--- src/rtl/itlb_pkg.sv ---
package itlb_pkg;

  typedef struct packed {
    logic capture;
    logic apply;
    logic fill;
  } itlbStrobes_t;

endpackage

--- src/rtl/itlb_ctrl.sv ---
module itlb_ctrl
  import itlb_pkg::*;
(
  input  logic         clk,
  input  logic         rst,
  input  logic         invReq,
  input  logic         fillValid,
  output itlbStrobes_t strb,
  output logic         invDone
);

  typedef enum logic {ST_IDLE, ST_APPLY} ctrlState_t;

  ctrlState_t state;
  ctrlState_t stateNext;

  always_comb begin
    strb.capture = invReq && (state == ST_IDLE);
    strb.apply   = (state == ST_APPLY);
    strb.fill    = fillValid;
    stateNext    = strb.capture ? ST_APPLY : ST_IDLE;
  end

  always_ff @(posedge clk) begin
    if (rst) begin
      state   <= ST_IDLE;
      invDone <= 1'b0;
    end else begin
      state   <= stateNext;
      invDone <= strb.apply;
    end
  end

  // done is a single-cycle pulse
  a_r8_done_single: assert property (@(posedge clk) disable iff (rst)
    invDone |=> !invDone);

  // a done pulse always traces back to a request two cycles earlier
  a_r8_done_from_req: assert property (@(posedge clk) disable iff (rst)
    $rose(invDone) |-> $past(invReq, 2));

  // the apply phase lasts exactly one cycle, so a request in it is dropped
  a_r9_apply_one_cycle: assert property (@(posedge clk) disable iff (rst)
    (state == ST_APPLY) |=> (state == ST_IDLE));

  // reset returns control to idle with done low
  a_r11_ctrl_reset: assert property (@(posedge clk)
    rst |=> (!invDone && state == ST_IDLE));

endmodule

--- src/rtl/itlb_datapath.sv ---
module itlb_datapath
  import itlb_pkg::*;
#(
  parameter int ENTRIES   = 16,
  parameter int OP_W      = 32,
  parameter int PAGE_BITS = 12,
  parameter int PPN_W     = 20,
  parameter int ASID_W    = 8,
  localparam int VPN_W    = OP_W - PAGE_BITS,
  localparam int IDX_W    = (ENTRIES > 1) ? $clog2(ENTRIES) : 1
)(
  input  logic               clk,
  input  logic               rst,
  input  itlbStrobes_t       strb,
  input  logic [OP_W-1:0]    invOperand,
  input  logic [VPN_W-1:0]   fillVpn,
  input  logic [PPN_W-1:0]   fillPpn,
  input  logic [ASID_W-1:0]  fillAsid,
  input  logic               fillGlobal,
  input  logic [VPN_W-1:0]   lookupVpn,
  input  logic [ASID_W-1:0]  lookupAsid,
  output logic               lookupHit,
  output logic [PPN_W-1:0]   lookupPpn
);

  logic [ENTRIES-1:0] validQ;
  logic [VPN_W-1:0]   vpnQ    [ENTRIES];
  logic [PPN_W-1:0]   ppnQ    [ENTRIES];
  logic [ASID_W-1:0]  asidQ   [ENTRIES];
  logic               globalQ [ENTRIES];

  logic [VPN_W-1:0]   opVpnQ;
  logic [ASID_W-1:0]  opAsidQ;
  logic [IDX_W-1:0]   rrPtrQ;

  logic [ENTRIES-1:0] invHitVec;
  logic [ENTRIES-1:0] lookHitVec;
  logic               freeFound;
  logic [IDX_W-1:0]   freeIdx;
  logic [IDX_W-1:0]   victimIdx;

  // Operand decode: page on top, identifier in the low byte, gap ignored
  logic [VPN_W-1:0]  opVpnD;
  logic [ASID_W-1:0] opAsidD;
  logic              unusedOpBits;

  assign opVpnD       = invOperand[OP_W-1:PAGE_BITS];
  assign opAsidD      = invOperand[ASID_W-1:0];
  assign unusedOpBits = ^invOperand[PAGE_BITS-1:ASID_W];

  function automatic logic tagMatch(
    input logic              valid,
    input logic [VPN_W-1:0]  entVpn,
    input logic [ASID_W-1:0] entAsid,
    input logic              entGlobal,
    input logic [VPN_W-1:0]  keyVpn,
    input logic [ASID_W-1:0] keyAsid
  );
    return valid && (entVpn == keyVpn) && (entGlobal || (entAsid == keyAsid));
  endfunction

  for (genvar g = 0; g < ENTRIES; g++) begin : gEntry
    assign invHitVec[g]  = tagMatch(validQ[g], vpnQ[g], asidQ[g], globalQ[g],
                                    opVpnQ, opAsidQ);
    assign lookHitVec[g] = tagMatch(validQ[g], vpnQ[g], asidQ[g], globalQ[g],
                                    lookupVpn, lookupAsid);
  end

  // Lowest free slot
  always_comb begin
    freeFound = 1'b0;
    freeIdx   = '0;
    for (int i = ENTRIES - 1; i >= 0; i--) begin
      if (!validQ[i]) begin
        freeFound = 1'b1;
        freeIdx   = IDX_W'(i);
      end
    end
  end

  assign victimIdx = freeFound ? freeIdx : rrPtrQ;

  // Lookup: lowest matching index wins
  always_comb begin
    lookupHit = |lookHitVec;
    lookupPpn = '0;
    for (int i = ENTRIES - 1; i >= 0; i--) begin
      if (lookHitVec[i]) lookupPpn = ppnQ[i];
    end
  end

  // Control state: valid bits, victim pointer, captured operand
  always_ff @(posedge clk) begin
    if (rst) begin
      validQ  <= '0;
      rrPtrQ  <= '0;
      opVpnQ  <= '0;
      opAsidQ <= '0;
    end else begin
      if (strb.capture) begin
        opVpnQ  <= opVpnD;
        opAsidQ <= opAsidD;
      end
      if (strb.fill && !freeFound) begin
        rrPtrQ <= (rrPtrQ == IDX_W'(ENTRIES - 1)) ? '0 : rrPtrQ + 1'b1;
      end
      for (int i = 0; i < ENTRIES; i++) begin
        if (strb.apply && invHitVec[i]) validQ[i] <= 1'b0;
        if (strb.fill && (victimIdx == IDX_W'(i))) validQ[i] <= 1'b1;
      end
    end
  end

  // Entry payload: no reset needed, qualified by valid
  always_ff @(posedge clk) begin
    for (int i = 0; i < ENTRIES; i++) begin
      if (!rst && strb.fill && (victimIdx == IDX_W'(i))) begin
        vpnQ[i]    <= fillVpn;
        ppnQ[i]    <= fillPpn;
        asidQ[i]   <= fillAsid;
        globalQ[i] <= fillGlobal;
      end
    end
  end

  // after an apply with no competing fill, nothing still matches
  a_r5_all_cleared: assert property (@(posedge clk) disable iff (rst)
    (strb.apply && !strb.fill) |=> (invHitVec == '0));

  // the filled slot is valid on the next cycle, even across an apply
  a_r10_fill_survives: assert property (@(posedge clk) disable iff (rst)
    strb.fill |=> validQ[$past(victimIdx)]);

  // the victim pointer only moves on a fill into a full cache
  a_r7_ptr_stable: assert property (@(posedge clk) disable iff (rst)
    !(strb.fill && !freeFound) |=> $stable(rrPtrQ));

  // an empty cache never hits
  a_r6_empty_miss: assert property (@(posedge clk) disable iff (rst)
    (validQ == '0) |-> !lookupHit);

  // reset empties the cache and rewinds the pointer
  a_r11_dp_reset: assert property (@(posedge clk)
    rst |=> (validQ == '0 && rrPtrQ == '0));

endmodule

--- src/rtl/instr_tlb.sv ---
module instr_tlb
  import itlb_pkg::*;
#(
  parameter int ENTRIES   = 16,
  parameter int OP_W      = 32,
  parameter int PAGE_BITS = 12,
  parameter int PPN_W     = 20,
  parameter int ASID_W    = 8,
  localparam int VPN_W    = OP_W - PAGE_BITS
)(
  input  logic              clk,
  input  logic              rst,
  input  logic [VPN_W-1:0]  lookupVpn,
  input  logic [ASID_W-1:0] lookupAsid,
  output logic              lookupHit,
  output logic [PPN_W-1:0]  lookupPpn,
  input  logic              fillValid,
  input  logic [VPN_W-1:0]  fillVpn,
  input  logic [PPN_W-1:0]  fillPpn,
  input  logic [ASID_W-1:0] fillAsid,
  input  logic              fillGlobal,
  input  logic              invReq,
  input  logic [OP_W-1:0]   invOperand,
  output logic              invDone
);

  itlbStrobes_t strb;

  itlb_ctrl u_ctrl (
    .clk       (clk),
    .rst       (rst),
    .invReq    (invReq),
    .fillValid (fillValid),
    .strb      (strb),
    .invDone   (invDone)
  );

  itlb_datapath #(
    .ENTRIES   (ENTRIES),
    .OP_W      (OP_W),
    .PAGE_BITS (PAGE_BITS),
    .PPN_W     (PPN_W),
    .ASID_W    (ASID_W)
  ) u_dp (
    .clk        (clk),
    .rst        (rst),
    .strb       (strb),
    .invOperand (invOperand),
    .fillVpn    (fillVpn),
    .fillPpn    (fillPpn),
    .fillAsid   (fillAsid),
    .fillGlobal (fillGlobal),
    .lookupVpn  (lookupVpn),
    .lookupAsid (lookupAsid),
    .lookupHit  (lookupHit),
    .lookupPpn  (lookupPpn)
  );

endmodule

--- config.mk ---
export PLATFORM = sky130hd
export DESIGN_NAME = instr_tlb
export DESIGN_NICKNAME = d
export VERILOG_FILES = /design/src/rtl/itlb_pkg.sv /design/src/rtl/itlb_ctrl.sv /design/src/rtl/itlb_datapath.sv /design/src/rtl/instr_tlb.sv
export SDC_FILE = /design/constraint.sdc
export NUM_CORES = 1
export LEC_CHECK = 0
export ABC_AREA = 1
export BUFFER_PORTS_ARGS = -buffer_cell sky130_fd_sc_hd__buf_2
export CORE_MARGIN = 10
export CORE_UTILIZATION = 25
export DETAILED_ROUTE_END_ITERATION = 8
export GPL_TIMING_DRIVEN = 0
export PLACE_DENSITY = 0.44
export SYNTH_ARGS = -nofsm -noshare
export SYNTH_HDL_FRONTEND = slang
export SYNTH_HIERARCHICAL = 1
export SYNTH_SLANG_ARGS = --single-unit
--- constraint.sdc ---
create_clock -name clk -period 9.62 [get_ports clk]
set_clock_uncertainty 0.2 [all_clocks]
set_input_delay 0.481 -clock clk [delete_from_list [all_inputs] [get_ports clk]]
set_output_delay 0.481 -clock clk [all_outputs]
set_load 0.05 [all_outputs]
==> impl_summary.log <==
INFO  metric outcome = finished with violations
INFO  metric failed_checks = max-capacitance violations, max-slew violations
INFO  metric placed_cells_incl_taps = 6,217
INFO  metric crit_path_start = lookupAsid[6]
INFO  metric worst_setup_path_start_kind = input port
INFO  metric post_cts.resized_instances = 0
INFO  metric timing.hold.worst_endpoint = u_dp/asidQ[0][61]
INFO  metric detailed_place_hpwl = 136 mm
INFO  metric synth-seq-area-share = 0.604
INFO  metric grt.overflow.total = 0
INFO  metric worst_slew_margin_rel = -0.101
INFO  metric clockRootBuffer = clkbuf_16
INFO  metric count_of_placed_standard_cells_in_the_final_layout_fillers_left_out = 6,454
INFO  metric power.leakage = 0.0175 µW
INFO  metric ratio_of_final_minimum_period_to_clock_period = 0.560
INFO  metric fmax = 186 MHz
INFO  metric power_density = 179 nW/µm²
INFO  metric post_synth_inst_count = 3,910
INFO  metric ff2ff_path_depth = 7
INFO  metric ff2ff_setup_slack = 4520 ps
INFO  metric drcViolationCount = 0
INFO  metric dieArea = 179,000 µm²
INFO  metric m1WireLength = 81.2 mm
INFO  metric post_drt_wl_per_cell = 29.8 µm
INFO  metric nFillCells = 16,600
INFO  metric peakVddDrop = 0.142 mV
INFO  metric grt_pass1_wl = 261 mm
INFO  metric timing.critical_path.required = 8940 ps
INFO  metric synth_area = 40,600 µm²
INFO  metric design.core.area = 161,000 µm²
INFO  metric synth_async_sr_flop_share = 0
INFO  metric postLayoutSetupSlackWorst = 4240 ps
INFO  metric grt.total_usage = 0.207
INFO  metric drt_pass1_iterations = 6
INFO  metric fp.dieW = 423 µm
INFO  metric final_nets = 4,327
INFO  metric dpl_worst_slack = 4020 ps
INFO  metric hold_path_startpoint = fillAsid[5]
INFO  metric stdcell_area = 48,600 µm²
INFO  metric reg2reg_from = u_dp/opVpnQ[5]
INFO  metric drive_above_1_share = 0.122
INFO  metric yosys_warnings = 6
INFO  metric avg_cell_area_syn = 10.4 µm²
INFO  metric finalWorstPathRequiredPeriod = 5380 ps
INFO  metric reg2reg_to = u_dp/validQ[1]
INFO  metric cts-buffers-inserted = 98
INFO  metric path_clk_slew = 60 ps
INFO  metric place.port_buffers = 112
INFO  metric routed-via-count = 32,800
INFO  metric postRouteWirelength = 193 mm
INFO  metric initial_core_util = 0.252
INFO  metric synth.ff_latch_count = 834
INFO  metric max_slew.worst_pin.slew = 1650 ps
INFO  metric hold_depth = 1
INFO  metric dpl-instance-area = 44,700 µm²
INFO  metric cts_max_path_buffers = 3
INFO  metric postSynth.topFlopCell = edfxtp_1
INFO  metric met2_length = 82.7 mm
INFO  metric synth_area_leader_cell = edfxtp_1
INFO  metric synthTopCellsByArea = edfxtp_1 (58%), nand2_1 (7.2%), xnor2_1 (4.1%)
INFO  metric ys_types = 66
INFO  metric rsz0062_at_grt = false
INFO  metric post_drt_via_cell_ratio = 5.08
INFO  metric worst-setup-path-type = in2out
INFO  metric die_y = 423 µm
INFO  metric row_count = 147
INFO  metric finalHoldViolCount = 0
INFO  metric gp_routability_congestion = 0.997
INFO  metric tns = 0 ps
INFO  metric clock_latency = 730 ps
INFO  metric min-delay-path-class = in2reg
INFO  metric number_of_global_route_vias_before_repair = 31,000
INFO  metric met3RoutedLength = 17.2 mm
INFO  metric tritoncts = yes
INFO  metric drv_cap = 1
INFO  metric synthesized_netlist_net_count = 4,024
INFO  metric worstSetupEndpointType = output port
INFO  metric ios = 135
INFO  metric drtAntennaViolNets = 0
INFO  metric synth_edf_count = 784
INFO  metric setup_viol = 0
INFO  metric ctsHtreeMaxLevel = 3
INFO  metric timing.critical_path.arrival = 4700 ps
INFO  metric top_metal_used = met5
INFO  metric areaGrowthSynthToFinish = 19.7%
INFO  metric grt_max_degree = 30
INFO  metric cts_sinks = 834
INFO  metric synth_top_area_share = 0.580
INFO  metric report.final.slew_viol_count = 11
INFO  metric cp_max_fo = 10
INFO  metric drt_iter0_drc = 3,954
INFO  metric antenna_found_initial = 12
## through the flow
step                      hold slack, ps  power [µW]   util
after floorplan                      226        4420      -
after global placement               246        4830  0.273
after detailed placement             248        4830  0.278
after CTS                           1.20        8750  0.302
after global routing                17.7        8930  0.302
final                               27.4        8710  0.302
## cells in the final DEF (no fill, tap or decap), types with 58 or more instances in the layout
cell type,Yosys,routed
xor2_1,141,141
edfxtp_1,784,784
clkbuf_1,72,89
nand2_1,784,784
buf_2,52,165
a21oi_1,116,116
nor3_1,58,58
clkbuf_16,0,101
o21ai_0,175,175
nor2_1,360,344
xnor2_1,191,191
o22ai_1,161,161
inv_1,317,317
nand4_1,63,63
nand3_1,143,143
## layout make-up
cell class                      instances  area [µm²]  area share
Clock inverter                         48         622      0.0128
Antenna cell                            3        7.51    0.000154
Timing Repair Buffer                  203        1780      0.0366
Sequential cell                       834       24500       0.505
Multi-Input combinational cell       2532       13800       0.285
Inverter                              357        1350      0.0277
Clock buffer                          130        2740      0.0563
Tap cell                             2160        2700      0.0556
Buffer                                187        1030      0.0213
## repair_timing
item / in CTS / in global routing
setup buffers: 0 / 0
endpoints found under the hold margin: 417 / 0
hold buffers: 56 / 0
## power by group
part | total, µW | internal [µW] | leakage, µW | switching (µW)
clock network | 3900 | 2240 | 0.00162 | 1670
registers | 4030 | 4000 | 0.00747 | 30.0
logic | 770 | 188 | 0.00842 | 582
total | 8710 | 6430 | 0.0175 | 2280
## cells in the mapped netlist, drive strengths merged (2+ instances only)
| master | count |
|---|---|
| clkbuf | 73 |
| a2111oi | 12 |
| mux2i | 2 |
| and2 | 4 |
| inv | 345 |
| nor4 | 56 |
| nand3 | 145 |
| xor2 | 141 |
| o2111ai | 34 |
| nor3 | 58 |
| and3 | 2 |
| xnor2 | 191 |
| nand4 | 64 |
| a221oi | 42 |
| o41ai | 12 |
| or2 | 35 |
| clkinv | 12 |
| a211oi | 14 |
| a31o | 8 |
| dfxtp | 50 |
| o22ai | 161 |
| nor3b | 2 |
| nand2 | 790 |
| nor2 | 370 |
| edfxtp | 784 |
| a21oi | 127 |
| buf | 114 |
| nand3b | 2 |
| a41oi | 3 |
| a31oi | 4 |
| or4 | 2 |
| o211ai | 13 |
| o221ai | 28 |
| o21ai | 199 |
| o21bai | 2 |
## flip-flops by register name, summed over array words and instances (netlist names), 4 cells and up
name / cells
u_dp/validQ: 16
u_dp/ppnQ: 320
u_dp/opVpnQ: 20
u_dp/rrPtrQ: 4
u_dp/globalQ: 16
u_dp/opAsidQ: 8
u_dp/vpnQ: 320
u_dp/asidQ: 128
## cells by family (layout without fill, tap and decap cells)
kind of cell,after synthesis,count (layout),share of synthesized area
compound gates,665,665,0.104
other cells,0,3,0
fa+ha+maj,1,1,0.000308
xor+xnor,332,332,0.0716
simple gates,1532,1532,0.161
buf+inv,544,925,0.0585
flops,834,834,0.604
mux,2,2,0.000493
## worst max path at each step
stage	cells after the start	slack [ps]	to
after floorplan	14	5360	u_dp/asidQ[0][24]
after global placement	14	2040	u_dp/ppnQ[1][111]
after detailed placement	12	4020	lookupHit
after CTS	12	4010	lookupHit
after global routing	14	3950	lookupPpn[9]
final	12	4240	lookupHit
## metal layers
layer,vias to the layer above,global-route usage
li1,14300,-
met1,16300,0.277
met2,1761,0.309
met3,402,0.0490
met4,4,0.107
met5,-,0
## critical path: stages
cell      delay, ps
buf_2           120
clkinv_1        480
clkbuf_1        490
nand2_1         140
nand3_1          80
o41ai_1         880
nand4_2         640
nand2_2         450
buf_4           250
nor4_1          100
nand4_1         240
buf_2           330
Power figures use the tool's default switching activity.
